### config.mk
export PLATFORM = sky130hd
export DESIGN_NAME = vix_intercept_top
export DESIGN_NICKNAME = d
export VERILOG_FILES = /design/src/rtl/vix_pkg.sv /design/src/rtl/vix_decode.sv /design/src/rtl/vix_bitmaps.sv /design/src/rtl/vix_ctrl.sv /design/src/rtl/vix_intercept_top.sv
export SDC_FILE = /design/constraint.sdc
export NUM_CORES = 1
export LEC_CHECK = 0
export BUFFER_PORTS_ARGS = -buffer_cell sky130_fd_sc_hd__buf_2
export CAP_MARGIN = 20
export CORE_MARGIN = 2
export CORE_UTILIZATION = 47
export DETAILED_ROUTE_END_ITERATION = 8
export PLACE_DENSITY_LB_ADDON = 0.15
export REMOVE_ABC_BUFFERS = 1
export SETUP_SLACK_MARGIN = 0.02
export SLEW_MARGIN = 20
export SYNTH_ARGS = -nofsm -noshare
export SYNTH_HDL_FRONTEND = slang
export SYNTH_SLANG_ARGS = --single-unit
### constraint.sdc
create_clock -name clk -period 7.15 [get_ports clk]
set_input_delay 0.3575 -clock clk [delete_from_list [all_inputs] [get_ports clk]]
set_output_delay 0.3575 -clock clk [all_outputs]
set_load 0.02 [all_outputs]
### src/rtl/vix_pkg.sv
package vix_pkg;
  localparam int TYPE_W  = 32;
  localparam int PARAM_W = 64;
  localparam int NMASK_W = 16;
  localparam int EXC_W   = 32;
  localparam int GEN_W   = 64;

  typedef enum logic {ST_IDLE, ST_WAIT} vix_state_t;
endpackage

### src/rtl/vix_decode.sv
module vix_decode
  import vix_pkg::*;
#(
  parameter logic [31:0] CR_RD_BASE = 32'd0,
  parameter logic [31:0] CR_WR_BASE = 32'd16,
  parameter logic [31:0] DR_RD_BASE = 32'd32,
  parameter logic [31:0] DR_WR_BASE = 32'd48,
  parameter logic [31:0] EXC_BASE   = 32'd64,
  parameter logic [31:0] GEN_BASE   = 32'd96,
  parameter logic [31:0] MSR_CODE   = 32'd124,
  parameter logic [31:0] IO_CODE    = 32'd123
) (
  input  logic [TYPE_W-1:0]  type_i,
  input  logic [NMASK_W-1:0] cr_rd_i,
  input  logic [NMASK_W-1:0] cr_wr_i,
  input  logic [NMASK_W-1:0] dr_rd_i,
  input  logic [NMASK_W-1:0] dr_wr_i,
  input  logic [EXC_W-1:0]   exc_i,
  input  logic [GEN_W-1:0]   gen_i,
  output logic               sel_bit_o,
  output logic               lookup_o,
  output logic               lookup_io_o
);
  localparam logic [31:0] CR_N  = 32'd9;
  localparam logic [31:0] DR_N  = 32'd8;
  localparam logic [31:0] EXC_N = EXC_W;
  localparam logic [31:0] GEN_N = GEN_W;

  function automatic logic in_rng(logic [31:0] t, logic [31:0] b, logic [31:0] n);
    return (t >= b) && ((t - b) < n);
  endfunction

  logic [31:0] d_cr_rd, d_cr_wr, d_dr_rd, d_dr_wr, d_exc, d_gen;

  always_comb begin
    d_cr_rd = type_i - CR_RD_BASE;
    d_cr_wr = type_i - CR_WR_BASE;
    d_dr_rd = type_i - DR_RD_BASE;
    d_dr_wr = type_i - DR_WR_BASE;
    d_exc   = type_i - EXC_BASE;
    d_gen   = type_i - GEN_BASE;
    sel_bit_o = 1'b0;
    if (in_rng(type_i, CR_RD_BASE, CR_N))      sel_bit_o = cr_rd_i[d_cr_rd[3:0]];
    else if (in_rng(type_i, CR_WR_BASE, CR_N)) sel_bit_o = cr_wr_i[d_cr_wr[3:0]];
    else if (in_rng(type_i, DR_RD_BASE, DR_N)) sel_bit_o = dr_rd_i[d_dr_rd[3:0]];
    else if (in_rng(type_i, DR_WR_BASE, DR_N)) sel_bit_o = dr_wr_i[d_dr_wr[3:0]];
    else if (in_rng(type_i, EXC_BASE, EXC_N))  sel_bit_o = exc_i[d_exc[4:0]];
    else if (in_rng(type_i, GEN_BASE, GEN_N))  sel_bit_o = gen_i[d_gen[5:0]];
    lookup_io_o = (type_i == IO_CODE);
    lookup_o    = (type_i == MSR_CODE) || lookup_io_o;
  end
endmodule

### src/rtl/vix_bitmaps.sv
module vix_bitmaps
  import vix_pkg::*;
(
  input  logic               clk,
  input  logic               rst_n,
  input  logic               arm_i,
  input  logic               clr_i,
  input  logic [NMASK_W-1:0] cr_rd_d,
  input  logic [NMASK_W-1:0] cr_wr_d,
  input  logic [NMASK_W-1:0] dr_rd_d,
  input  logic [NMASK_W-1:0] dr_wr_d,
  input  logic [EXC_W-1:0]   exc_d,
  input  logic [GEN_W-1:0]   gen_d,
  output logic               en_o,
  output logic [NMASK_W-1:0] cr_rd_q,
  output logic [NMASK_W-1:0] cr_wr_q,
  output logic [NMASK_W-1:0] dr_rd_q,
  output logic [NMASK_W-1:0] dr_wr_q,
  output logic [EXC_W-1:0]   exc_q,
  output logic [GEN_W-1:0]   gen_q
);
  logic upd;
  logic en_n;
  logic [NMASK_W-1:0] cr_rd_n, cr_wr_n, dr_rd_n, dr_wr_n;
  logic [EXC_W-1:0]   exc_n;
  logic [GEN_W-1:0]   gen_n;

  // Arm has priority over the clear an exit requests.
  always_comb begin
    upd     = arm_i | clr_i;
    en_n    = arm_i;
    cr_rd_n = arm_i ? cr_rd_d : '0;
    cr_wr_n = arm_i ? cr_wr_d : '0;
    dr_rd_n = arm_i ? dr_rd_d : '0;
    dr_wr_n = arm_i ? dr_wr_d : '0;
    exc_n   = arm_i ? exc_d   : '0;
    gen_n   = arm_i ? gen_d   : '0;
  end

  always_ff @(posedge clk or negedge rst_n) begin
    if (!rst_n) begin
      en_o    <= 1'b0;
      cr_rd_q <= '0;
      cr_wr_q <= '0;
      dr_rd_q <= '0;
      dr_wr_q <= '0;
      exc_q   <= '0;
      gen_q   <= '0;
    end else if (upd) begin
      en_o    <= en_n;
      cr_rd_q <= cr_rd_n;
      cr_wr_q <= cr_wr_n;
      dr_rd_q <= dr_rd_n;
      dr_wr_q <= dr_wr_n;
      exc_q   <= exc_n;
      gen_q   <= gen_n;
    end
  end

  a_r11_arm_enables: assert property (@(posedge clk) disable iff (!rst_n)
    arm_i |=> en_o);
  a_r10_exit_clears: assert property (@(posedge clk) disable iff (!rst_n)
    (clr_i && !arm_i) |=> (!en_o && gen_q == '0 && exc_q == '0 && cr_rd_q == '0));
endmodule

### src/rtl/vix_ctrl.sv
module vix_ctrl
  import vix_pkg::*;
(
  input  logic               clk,
  input  logic               rst_n,
  input  logic               ev_valid_i,
  input  logic [TYPE_W-1:0]  ev_type_i,
  input  logic [PARAM_W-1:0] ev_param_i,
  input  logic               en_i,
  input  logic               sel_bit_i,
  input  logic               lookup_i,
  input  logic               lookup_io_i,
  input  logic               lk_rsp_i,
  input  logic               lk_hit_i,
  output logic               clr_o,
  output logic               busy_o,
  output logic               lk_io_o,
  output logic               exit_valid_o,
  output logic               done_o,
  output logic [TYPE_W-1:0]  type_q,
  output logic [PARAM_W-1:0] param_q
);
  vix_state_t st_q, st_d;
  logic accept, exit_d, done_d, io_d;

  always_comb begin
    accept = ev_valid_i && (st_q == ST_IDLE);
    st_d   = st_q;
    exit_d = 1'b0;
    done_d = 1'b0;
    io_d   = lk_io_o;
    if (accept) begin
      if (!en_i)          done_d = 1'b1;
      else if (lookup_i) begin
        if (sel_bit_i) begin
          st_d = ST_WAIT;
          io_d = lookup_io_i;
        end else          done_d = 1'b1;
      end
      else if (sel_bit_i) exit_d = 1'b1;
      else                done_d = 1'b1;
    end else if (st_q == ST_WAIT && lk_rsp_i) begin
      st_d = ST_IDLE;
      if (lk_hit_i) exit_d = 1'b1;
      else          done_d = 1'b1;
    end
    clr_o = exit_d;
  end

  always_ff @(posedge clk or negedge rst_n) begin
    if (!rst_n) begin
      st_q         <= ST_IDLE;
      exit_valid_o <= 1'b0;
      done_o       <= 1'b0;
      lk_io_o      <= 1'b0;
    end else begin
      st_q         <= st_d;
      exit_valid_o <= exit_d;
      done_o       <= done_d;
      lk_io_o      <= io_d;
    end
  end

  always_ff @(posedge clk or negedge rst_n) begin
    if (!rst_n) begin
      type_q  <= '0;
      param_q <= '0;
    end else if (accept) begin
      type_q  <= ev_type_i;
      param_q <= ev_param_i;
    end
  end

  assign busy_o = (st_q == ST_WAIT);

  a_r1_off_gives_done: assert property (@(posedge clk) disable iff (!rst_n)
    (accept && !en_i) |=> (done_o && !exit_valid_o));
  a_r8_hit_exits: assert property (@(posedge clk) disable iff (!rst_n)
    (busy_o && lk_rsp_i && lk_hit_i) |=> exit_valid_o);
  a_r12_wait_holds: assert property (@(posedge clk) disable iff (!rst_n)
    (busy_o && !lk_rsp_i) |=> (busy_o && $stable(type_q) && $stable(param_q)));
  a_r9_one_outcome: assert property (@(posedge clk) disable iff (!rst_n)
    exit_valid_o |-> !done_o);
endmodule

### src/rtl/vix_intercept_top.sv
module vix_intercept_top
  import vix_pkg::*;
#(
  parameter logic [31:0] CR_RD_BASE = 32'd0,
  parameter logic [31:0] CR_WR_BASE = 32'd16,
  parameter logic [31:0] DR_RD_BASE = 32'd32,
  parameter logic [31:0] DR_WR_BASE = 32'd48,
  parameter logic [31:0] EXC_BASE   = 32'd64,
  parameter logic [31:0] GEN_BASE   = 32'd96,
  parameter logic [31:0] MSR_CODE   = 32'd124,
  parameter logic [31:0] IO_CODE    = 32'd123
) (
  input  logic               clk,
  input  logic               rst_n,
  input  logic               arm_i,
  input  logic [NMASK_W-1:0] cr_rd_mask_i,
  input  logic [NMASK_W-1:0] cr_wr_mask_i,
  input  logic [NMASK_W-1:0] dr_rd_mask_i,
  input  logic [NMASK_W-1:0] dr_wr_mask_i,
  input  logic [EXC_W-1:0]   exc_mask_i,
  input  logic [GEN_W-1:0]   gen_mask_i,
  output logic               en_o,
  input  logic               ev_valid_i,
  input  logic [TYPE_W-1:0]  ev_type_i,
  input  logic [PARAM_W-1:0] ev_param_i,
  output logic               busy_o,
  output logic               lk_req_o,
  output logic               lk_io_o,
  output logic [TYPE_W-1:0]  lk_type_o,
  output logic [PARAM_W-1:0] lk_param_o,
  input  logic               lk_rsp_i,
  input  logic               lk_hit_i,
  output logic               exit_valid_o,
  output logic [TYPE_W-1:0]  exit_type_o,
  output logic [PARAM_W-1:0] exit_param_o,
  output logic               done_o
);
  // Reset asserts asynchronously, releases on the clock.
  logic [1:0] rst_sync;
  logic       srst_n;
  always_ff @(posedge clk or negedge rst_n) begin
    if (!rst_n) rst_sync <= 2'b00;
    else        rst_sync <= {rst_sync[0], 1'b1};
  end
  assign srst_n = rst_sync[1];

  logic [NMASK_W-1:0] cr_rd_q, cr_wr_q, dr_rd_q, dr_wr_q;
  logic [EXC_W-1:0]   exc_q;
  logic [GEN_W-1:0]   gen_q;
  logic sel_bit, lookup, lookup_io, clr;
  logic [TYPE_W-1:0]  type_q;
  logic [PARAM_W-1:0] param_q;

  vix_bitmaps u_maps (
    .clk(clk), .rst_n(srst_n), .arm_i(arm_i), .clr_i(clr),
    .cr_rd_d(cr_rd_mask_i), .cr_wr_d(cr_wr_mask_i),
    .dr_rd_d(dr_rd_mask_i), .dr_wr_d(dr_wr_mask_i),
    .exc_d(exc_mask_i), .gen_d(gen_mask_i), .en_o(en_o),
    .cr_rd_q(cr_rd_q), .cr_wr_q(cr_wr_q), .dr_rd_q(dr_rd_q),
    .dr_wr_q(dr_wr_q), .exc_q(exc_q), .gen_q(gen_q)
  );

  vix_decode #(
    .CR_RD_BASE(CR_RD_BASE), .CR_WR_BASE(CR_WR_BASE),
    .DR_RD_BASE(DR_RD_BASE), .DR_WR_BASE(DR_WR_BASE),
    .EXC_BASE(EXC_BASE), .GEN_BASE(GEN_BASE),
    .MSR_CODE(MSR_CODE), .IO_CODE(IO_CODE)
  ) u_dec (
    .type_i(ev_type_i), .cr_rd_i(cr_rd_q), .cr_wr_i(cr_wr_q),
    .dr_rd_i(dr_rd_q), .dr_wr_i(dr_wr_q), .exc_i(exc_q), .gen_i(gen_q),
    .sel_bit_o(sel_bit), .lookup_o(lookup), .lookup_io_o(lookup_io)
  );

  vix_ctrl u_ctrl (
    .clk(clk), .rst_n(srst_n), .ev_valid_i(ev_valid_i),
    .ev_type_i(ev_type_i), .ev_param_i(ev_param_i), .en_i(en_o),
    .sel_bit_i(sel_bit), .lookup_i(lookup), .lookup_io_i(lookup_io),
    .lk_rsp_i(lk_rsp_i), .lk_hit_i(lk_hit_i), .clr_o(clr),
    .busy_o(busy_o), .lk_io_o(lk_io_o), .exit_valid_o(exit_valid_o),
    .done_o(done_o), .type_q(type_q), .param_q(param_q)
  );

  assign lk_req_o     = busy_o;
  assign lk_type_o    = type_q;
  assign lk_param_o   = param_q;
  assign exit_type_o  = type_q;
  assign exit_param_o = param_q;
endmodule

======== Word-level counts from Yosys, hierarchy flattened ========
Index checks and enable logic that the tools add are counted.
operators by class
  $add $sub $neg .......................... 5
  $lt $le $gt $ge ......................... 18
  equal/unequal tests ..................... 5
  multiplexer cells ....................... 40
  bitwise logic cells ..................... 2
  reduce and logical (&&, ||, !) cells .... 12
operators by type and width
  kind                                                                number
  < comparator 32 x 4 -> 1 bit, second input constant                 4
  equality test 32 x 7 -> 1 bit, second input constant                2
  greater-or-equal comparator 32 x 6 -> 1 bit, second input constant  2
  greater-or-equal comparator 32 x 7 -> 1 bit, second input constant  2
  2-to-1 mux 16 bit                                                   4
  2-to-1 mux 64 bit                                                   1
  subtractor 32 x 6 -> 32 bit, second input constant                  2
  subtractor 32 x 7 -> 32 bit, second input constant                  2
  greater-or-equal comparator 32 x 1 -> 1 bit, second input constant  1
  greater-or-equal comparator 32 x 5 -> 1 bit, second input constant  1
  < comparator 32 x 6 -> 1 bit, second input constant                 1
  < comparator 32 x 7 -> 1 bit, second input constant                 1
  2-to-1 mux 32 bit                                                   1
  subtractor 32 x 5 -> 32 bit, second input constant                  1
  2-to-1 mux 1 bit                                                    28
  < comparator 4 x 5 -> 1 bit, second input constant                  4
  binary-select mux 1 bit (select 4 bit)                              4
  logical AND 1 bit                                                   8
  AND reduction 4 bit                                                 2
  < comparator 6 x 7 -> 1 bit, second input constant                  1
  binary-select mux 1 bit (select 6 bit)                              1
  < comparator 5 x 6 -> 1 bit, second input constant                  1
  binary-select mux 1 bit (select 5 bit)                              1
  != test 2 bit, second input constant                                2
  5 further kinds                                                     5
storage, ports and cells
  register bits after elaboration ......... 263
  input port bits ......................... 262
  output and inout bits ................... 198

======== Depth between registers and ports, before layout ========
Gate-level depths: netlist (run 1).
  depth in word-level cells ............... 14
  mapped depth ............................ 16

======== Hierarchy ========
A second synthesis (run 1) with hierarchy kept.
second synthesis, totals
  cell total of the unflattened synthesis .. 1,031
  area total of the unflattened synthesis .. 13,213.9 um2
by module, submodules not included
  module             times used  cells each  area each (um2)
  vix_bitmaps        1           359         5,688.0
  vix_ctrl           1           219         3,813.7
  vix_decode         1           353         2,930.3
  vix_intercept_top  1           100         782.0

======== Least setup slack after synthesis (run 1) ========
Ideal clock, no wire load.
  path kind ............................... input -> register
  from .................................... in ev_type_i[5]
  to ...................................... reg u_maps.cr_wr_q[11]
  arrival time ............................ 4.143 ns
  slack ................................... 2.889 ns
  stages .................................. 14
  cells stage by stage .................... clkbuf_1 clkbuf_1 buf_1 inv_1 ha_1 nor4b_1 nand4_1 or4b_1 or4b_1 a2111o_1 a21oi_4 buf_6 buf_8 o21ai_2
between the ends
  cells in the longest elaborated chain, start to end .. 14
RTL lines
  what                                                                                    RTL line                            source
  start: declaration                                                                      vix_intercept_top.sv:24             input logic [TYPE_W-1:0] ev_type_i,
  subtractor 32 x 7 -> 32 bit                                                             vix_decode.sv:41                    d_gen = type_i - GEN_BASE;
  < comparator 32 x 7 -> 1 bit or binary-select mux 1 bit (select 6 bit) (tied branches)  vix_decode.sv:30, vix_decode.sv:48
  logical AND 1 bit or 2-to-1 mux 1 bit (tied branches)                                   vix_decode.sv:30, vix_decode.sv:48
  2-to-1 mux 1 bit                                                                        vix_decode.sv:48                    else if (in_rng(type_i, GEN_BASE, GEN_N)) sel_bit_o = gen_i[d_gen[5:0]];
  2-to-1 mux 1 bit                                                                        vix_decode.sv:47                    else if (in_rng(type_i, EXC_BASE, EXC_N)) sel_bit_o = exc_i[d_exc[4:0]];
  2-to-1 mux 1 bit                                                                        vix_decode.sv:46                    else if (in_rng(type_i, DR_WR_BASE, DR_N)) sel_bit_o = dr_wr_i[d_dr_wr[3:0]];
  2-to-1 mux 1 bit                                                                        vix_decode.sv:45                    else if (in_rng(type_i, DR_RD_BASE, DR_N)) sel_bit_o = dr_rd_i[d_dr_rd[3:0]];
  2-to-1 mux 1 bit                                                                        vix_decode.sv:44                    else if (in_rng(type_i, CR_WR_BASE, CR_N)) sel_bit_o = cr_wr_i[d_cr_wr[3:0]];
  2-to-1 mux 1 bit                                                                        vix_decode.sv:43                    if (in_rng(type_i, CR_RD_BASE, CR_N)) sel_bit_o = cr_rd_i[d_cr_rd[3:0]];
  2-to-1 mux 1 bit                                                                        vix_ctrl.sv:40                      else if (sel_bit_i) exit_d = 1'b1;
  2-to-1 mux 1 bit (*)                                                                    vix_ctrl.sv:34                      else if (lookup_i) begin
  2-to-1 mux 1 bit (*)                                                                    vix_ctrl.sv:33                      if (!en_i) done_d = 1'b1;
  2-to-1 mux 1 bit (*)                                                                    vix_ctrl.sv:32                      if (accept) begin
  bitwise OR 1 bit (*)                                                                    vix_bitmaps.sv:30                   upd = arm_i | clr_i;
  end signal: assignment                                                                  vix_bitmaps.sv:52                   cr_wr_q <= cr_wr_n;
  end: declaration                                                                        vix_bitmaps.sv:16                   output logic [NMASK_W-1:0] cr_wr_q,
Mark *: on every way between the ends. The rest lies on a longest branch, timed or not. The select of a mux whose other input is x is not followed.
A chain may end at the register's enable or synchronous reset.

======== Worst setup path in the final report (run 1) ========
  from .................................... in ev_type_i[5]
  to ...................................... reg u_maps.gen_q[57]
between the ends
  cells in the longest elaborated chain, start to end .. 14
RTL lines
  what                                                                                    RTL line                            source
  subtractor 32 x 7 -> 32 bit                                                             vix_decode.sv:41
  < comparator 32 x 7 -> 1 bit or binary-select mux 1 bit (select 6 bit) (tied branches)  vix_decode.sv:30, vix_decode.sv:48
  logical AND 1 bit or 2-to-1 mux 1 bit (tied branches)                                   vix_decode.sv:30, vix_decode.sv:48
  2-to-1 mux 1 bit                                                                        vix_decode.sv:48
  2-to-1 mux 1 bit                                                                        vix_decode.sv:47
  2-to-1 mux 1 bit                                                                        vix_decode.sv:46
  2-to-1 mux 1 bit                                                                        vix_decode.sv:45
  2-to-1 mux 1 bit                                                                        vix_decode.sv:44
  2-to-1 mux 1 bit                                                                        vix_decode.sv:43
  2-to-1 mux 1 bit                                                                        vix_ctrl.sv:40
  2-to-1 mux 1 bit (*)                                                                    vix_ctrl.sv:34
  2-to-1 mux 1 bit (*)                                                                    vix_ctrl.sv:33
  2-to-1 mux 1 bit (*)                                                                    vix_ctrl.sv:32
  bitwise OR 1 bit (*)                                                                    vix_bitmaps.sv:30
  end signal: assignment                                                                  vix_bitmaps.sv:56                   gen_q <= gen_n;
  end: declaration                                                                        vix_bitmaps.sv:20                   output logic [GEN_W-1:0] gen_q
Marked as above.

==> impl_results.md, run 1 <==
- Status: completed
- GPL Wtd Cong: ~1
- Post-synth EDFFs: 0
- Worst hold path class: in2reg
- Ranking of synthesized cells by area: dfrtp_1 45%, nand2_1 16%, mux4_2 6.7%
- Synth cell types: 66
- Max Root-Sink Buffers: 3
- Total wire length: approximately 50000 microns
- Hpwl dp: about 35000 microns
- Crit end category: register
- Vias in the first global route: approximately 14000
- Tmin final: between 5 and 6 ns
- Die area: about 32000 sq um
- Final Max Slew Viols: 0
- Area after DPL: ~16000 sq um
- Die Y: 179.7 microns
- Cts bufs inserted: 29
- Hold Path Depth: 3
- GRT Total Usage: approximately 31%
- Pin count of the biggest net entering global routing: 153
- Ys async rst share: 100.0%
- Worst-path fanout max: between 100 and 150
- Reg clk slew, reported paths: 0.06 ns
- Switching Share: between 20% and 30%
- Routed vias/inst: 5.449
- Final net count: between 2000 and 2500
- Post-synth top flop: dfrtp_1
- Seq. cell area: 6585 sq um
- Fraction of layout cells with a size suffix above 1: around 31%
- CTS tree: done
- Final Cell Area: about 18000 sq um
- Commonest cells after routing, fill and taps aside: 629 x nand2_1, 458 x buf_2, 262 x dfrtp_1
- Register area share after synthesis: 45.37%
- Post-Syn Instances: around 1600
- First-pass GRT wire length: 78950 microns
- Logic pwr share: 20.0%
- CP required: ~7.6 ns
- Die width: 179.7 microns
- Initial antenna violation count: 4
- Post-Syn Area: roughly 15000 sq um
- Wire length per cell: 20.36 microns
- Clock share of power: a little under two fifths
- CTS sink cnt: between 200 and 300
- FP Rows: between 60 and 70
- Net Sw Power: between 0.001 and 0.0015 W
- Area Growth Syn to Fin: 27.19%
- Yosys warns: 0
- Startpoint Class: input port
- VDD IR max: between 0.15 and 0.2 mV
- Core area: around 31000 sq um
- Worst-Skew Late Latency: around 0.58 ns
- Syn avg cell area: 8.818 sq um
- Initial Util: between 40% and 50%
- RSZ-0062 raised after global routing: no
- PwrDens: between 200 and 250 nW/um^2
- Crit path DAT: 5.52 ns
- Seq pwr share: a little over two fifths
- Top-area cell type share of the netlist area: between 40 and 50%
- Final-layout fill cell count: 2663
- Multi-input gate area: around 6600 sq um
- Commonest non-fill, non-tap cell in the layout: nand2_1
- Initial drt markers: about 1200
- Global route overflow: 0
- F_max: between 150 and 200 MHz
- Seq cells post-synth: 263
- Internal: roughly 0.0028 W
- Final period utilization: ~72%
- Yosys top cell by area: dfrtp_1
- Number of hold violations in the final report: 0
- Power after layout: 0.004018 W
- Post-route ant nets: 0
- Max_cap viols: 0
- Via count: ~14000
- Transition time of the tightest slew-check pin: about 1.0 ns
- Setup-failing EPs final: 0
- Root Buffer: clkbuf_16
- Clock Skew: ~0.016 ns
- Kind of critical path: in2reg
- Path depth of the worst reg2reg path: 10
- I/O pins: 460
- DRC: 0
- Leak: between 8 and 9 nW
- Worst slew margin: a little under a third
- H-tree depth: 1
- TritonRoute pass-1 iters: 6
- Port Buffer Count: 459
-- cell families after synthesis --
group,count (synthesis),synth area share (%)
mux,59,7.858
other cells,1,0.02585
simple gates,824,24.48
flops,263,45.37
buf+inv,230,9.247
fa+ha+maj,4,0.3450
compound gates,242,11.34
xor+xnor,22,1.328
-- critical path: stages --
cell,delay [ns]
buf_2,0.51
inv_1,0.33
ha_1,0.32
a21boi_0,0.44
o21ai_0,0.17
a2111oi_0,0.69
nand4_1,0.22
nor4_1,0.49
a211oi_1,0.20
or3_1,0.42
a21oi_4,0.50
buf_12,0.47
o21ai_0,0.25
-- repair_timing --
action	4_1_cts	5_1_grt
endpoints found under the setup margin	0	0
hold endpoints to repair	128	0
gates resized for setup	0	0
hold buffers	127	0
buffers inserted	0	0
-- synthesized netlist by cell type (all sizes together), types with 9 or more instances --
| cell type | number |
|---|---|
| a2111oi | 9 |
| buf | 119 |
| clkbuf | 99 |
| dfrtp | 263 |
| inv | 12 |
| mux2 | 9 |
| mux4 | 43 |
| nand2 | 629 |
| nand3 | 23 |
| nand4 | 19 |
| nor2 | 31 |
| nor3 | 26 |
| nor4 | 20 |
| o21ai | 180 |
| o31ai | 12 |
| or4 | 14 |
| xnor2 | 11 |
| xor2 | 11 |
-- sequential cells by signal (all words and copies together) (netlist names), 2 cells and up --
signal	count
u_maps.cr_rd_q	16
u_maps.gen_q	64
u_maps.exc_q	32
u_ctrl.type_q	32
u_ctrl.param_q	64
u_maps.dr_rd_q	16
rst_sync	2
u_maps.dr_wr_q	16
u_maps.cr_wr_q	16
-- through the flow --
step,hold WS (ns),cells,setup WS (ns),utilization [%],TNS [ns]
2_1_floorplan,0.06191,1427,-0.7222,-,-188.48
5_1_grt,0.0002526,2478,1.791,60.47,0
4_1_cts,0.00003020,2474,2.313,60.36,0
3_3_place_gp,0.1439,2296,1.718,52.97,0
3_5_place_dp,0.1527,2297,1.738,53.03,0
6_report,0.0006471,2478,2.036,60.47,0
-- power by group through the flow --
| stage | Sequential [W] | Clock (W) | Combinational (W) |
|---|---|---|---|
| 2_1_floorplan | 0.00185 | 0 | 0.000271 |
| 6_report | 0.00171 | 0.00151 | 0.000802 |
| 5_1_grt | 0.00173 | 0.00160 | 0.000869 |
| 3_3_place_gp | 0.00173 | 0 | 0.000738 |
| 3_5_place_dp | 0.00174 | 0 | 0.000744 |
| 4_1_cts | 0.00171 | 0.00154 | 0.000801 |
-- metal layers --
layer	part of all wire, %	track usage, %	vias up	wire [microns]
met4	4.1	12.39	2	2065
met2	48	49.92	602	24030
met3	6.7	5.267	124	3393
met1	42	40.68	6473	20940
met5	0.040	0	-	20
li1	-	-	6301	-
-- worst paths after layout --
check	from	to	slack, ns
worst max-delay path	ev_type_i[5]	u_maps.gen_q[57]	2.04
worst min-delay path	ev_param_i[43]	u_ctrl.param_q[43]	0.0006
worst max register to register	u_maps.gen_q[12]	u_maps.gen_q[57]	3.08
worst min register to register	rst_sync[0]	rst_sync[1]	0.36
max in group asynchronous	rst_sync[1]	u_ctrl.type_q[13]	5.37
min in group asynchronous	rst_n	rst_sync[1]	0.10
-- layout make-up --
class                   count  share of cell area [%]
multi-input cells        1152                   35.80
repair buffers            602                   20.32
diodes                      3                 0.04069
flip-flops and latches    263                   35.69
clock buffers              42                   4.632
inverters                  12                  0.2442
well taps                 396                   2.686
clock inverters             8                  0.5832
Power figures use the tool's default switching activity.
==> run 2, diff against run 1 <==
==> constraint.sdc (replaced) <==
create_clock -name clk -period 4.6 [get_ports clk]
set_input_delay 0.23 -clock clk [delete_from_list [all_inputs] [get_ports clk]]
set_output_delay 0.23 -clock clk [all_outputs]
set_load 0.02 [all_outputs]
==> impl_results.md, run 2 (synthesis results as in run 1) <==
- Status: completed
- Initial antenna violation count: 2 (-2)
- Commonest cells after routing, fill and taps aside: 629 x nand2_1, 458 x buf_2, 262 x dfrtp_1
- First-pass GRT wire length: 84590 microns (+7.2%)
- Final-layout fill cell count: 2460 (-7.6%)
- GRT Total Usage: 32.89% (+2.3 points)
- Worst slew margin: 32.03% (+0.23 points)
- Total wire length: 53580 microns (+6.2%)
- Area after DPL: 16530 sq um (+2.2%)
- Seq. cell area: 6585 sq um (unchanged)
- Hpwl dp: 35450 microns (+1.6%)
- Wire length per cell: 20.44 microns (+0.39%)
- Clock share of power: 37.1% (-0.4 points)
- CTS tree: done
- Biggest regs: u_ctrl.param_q x64, u_maps.gen_q x64
- Post-route ant nets: 0 (unchanged)
- Internal: 0.004474 W (+58%)
- TritonRoute pass-1 iters: 7 (+1)
- Pin count of the biggest net entering global routing: 161 (+5.2%)
- Area Growth Syn to Fin: 36.99%
- Seq pwr share: 41.7% (-0.9 points)
- Initial drt markers: 998 (-16%)
- F_max: around 230 MHz
- Final net count: 2468 (+6.1%)
- Global route overflow: 0 (unchanged)
- Crit path DAT: 4.67 ns (-0.85 ns)
- Root Buffer: clkbuf_16
- Number of hold violations in the final report: 0 (unchanged)
- FP Rows: 64 (unchanged)
- Final Util: 65.13% (+4.7 points)
- H-tree depth: 1 (unchanged)
- Kind of critical path: in2reg
- Vias in the first global route: 14880 (+8.6%)
- Worst-Skew Late Latency: 0.57 ns (about the same)
- Crit end category: register
- Transition time of the tightest slew-check pin: 1.020 ns (-0.003407 ns)
- Via count: 14360 (+6.4%)
- Worst hold path class: in2reg
- RSZ-0062 raised after global routing: no
- Leak: 9.542 nW (+7.3%)
- Worst-path fanout max: 35 (-70%)
- Startpoint Class: input port
- Cts bufs inserted: 29 (unchanged)
- Port Buffer Count: 459 (unchanged)
- GPL Wtd Cong: 0.9923 (-1.5%)
- Fraction of layout cells with a size suffix above 1: 30.89% (-0.37 points)
- Final Cell Area: 19870 sq um (+7.7%)
- Final period utilization: 92.61%
- Reg clk slew, reported paths: 0.06 ns (about the same)
- I/O pins: 460 (unchanged)
- Multi-input gate area: 6611 sq um (about the same)
- VDD IR max: 0.2589 mV (+32%)
- Core area: 30510 sq um (unchanged)
- Routed vias/inst: 5.477 (+0.51%)
- HP Start: ev_type_i[17]
- Switching Share: 29.82% (+0.39 points)
- CTS sink cnt: 263 (unchanged)
- Logic pwr share: 21.2% (+1.2 points)
- Max Root-Sink Buffers: 3 (unchanged)
- PwrDens: 320.9 nW/um^2 (+47%)
- Hold EP: u_ctrl.type_q[17]
- Hold Path Depth: 3 (unchanged)
- Commonest non-fill, non-tap cell in the layout: nand2_1
- Die width: 179.7 microns (unchanged)
- Clock Skew: 0.01259 ns (-0.002911 ns)
- CP required: 5.01 ns (-2.55 ns)
- Tmin final: 4.260 ns
- Die area: 32280 sq um (unchanged)
- Reg2reg start: u_maps.dr_wr_q[15]
- FF-to-FF End: u_ctrl.done_o
- Max_cap viols: 0 (unchanged)
- Die Y: 179.7 microns (unchanged)
- R2R setup slack: 1.16 ns (-1.92 ns)
- Path depth of the worst reg2reg path: 8 (-2)
- Initial Util: 47.54% (unchanged)
- Final Max Slew Viols: 0 (unchanged)
- Net Sw Power: 0.001902 W (+61%)
- DRC: 0 (unchanged)
- Setup-failing EPs final: 0 (unchanged)
## run 2: cell types whose count changed in the layout (fill, tap and decap cells not counted)
cell,delta
diode_2,-1
nor4_2,+1
clkbuf_1,+1
buf_4,+28
clkbuf_8,-1
dlygate4sd3_1,+108
nor4_1,-1
clkinv_8,+1
buf_12,+7
clkinvlp_4,-1
buf_16,-1
clkinv_2,+3
## run 2: worst max-delay path by stage
stage          cells after the start     startpoint            endpoint
6_report                          13  ev_type_i[10]    u_maps.gen_q[17]
5_1_grt                           13  ev_type_i[10]    u_maps.gen_q[17]
4_1_cts                           13  ev_type_i[10]    u_maps.gen_q[33]
3_5_place_dp                      12   ev_type_i[8]    u_maps.gen_q[33]
3_3_place_gp                      16   ev_type_i[5]  u_maps.cr_wr_q[15]
2_1_floorplan                      0    rst_sync[1]       u_ctrl.busy_o
## run 2: power by group through the flow
stage / sequential [W] / combinational, W / clock (W)
6_report: 0.00266 / 0.00135 / 0.00237
5_1_grt: 0.00268 / 0.00145 / 0.00252
4_1_cts: 0.00265 / 0.00133 / 0.00241
3_5_place_dp: 0.00270 / 0.00117 / 0
3_3_place_gp: 0.00269 / 0.00116 / 0
2_1_floorplan: 0.00288 / 0.000421 / 0
## run 2: per-layer routing
layer / up-vias / track usage, % / wire (microns)
met5: - / 0 / 0
met4: 0 / 13.40 / 2321
met3: 152 / 6.037 / 3659
met2: 684 / 55.56 / 26230
met1: 6948 / 41.84 / 21380
li1: 6576 / - / -
## run 2: critical path, stage by stage
cell           delay (ns)
dlygate4sd3_1        0.53
buf_2                0.20
or4_1                0.65
or3_1                0.50
nor2_1               0.17
xnor2_1              0.16
or4b_1               0.45
or4b_1               0.58
a2111o_1             0.45
a21oi_4              0.17
buf_12               0.18
buf_12               0.19
o21ai_0              0.18
## run 2: layout make-up
type / count / area share [%]
Antenna cell: 2 / 0.02519
Clock buffer: 42 / 4.250
Clock inverter: 11 / 0.6612
Inverter: 12 / 0.2267
Multi-Input combinational cell: 1152 / 33.27
Sequential cell: 263 / 33.14
Tap cell: 396 / 2.494
Timing Repair Buffer: 744 / 25.93
## run 2: through the flow
stage | TNS, ns | hold WS [ns] | setup slack, ns | power (W) | cells
after detailed placement | 0 | 0.01882 | 0.3963 | 0.003869 | 2332
final | 0 | 0.02106 | 0.3399 | 0.006376 | 2622
after floorplan | -1092.03 | -0.06559 | -3.272 | 0.003301 | 1427
after CTS | 0 | 0.007885 | 0.4448 | 0.006398 | 2620
after global placement | 0 | 0.01500 | 0.3770 | 0.003851 | 2332
after global routing | 0 | 0.01809 | 0.2088 | 0.006654 | 2622
## run 2: timing repair
item                                   4_1_cts  5_1_grt
endpoints found under the hold margin      234        0
hold buffers                               235        0
resized for setup                            0        1
setup endpoints to repair                    0        2
setup buffers                                0        0
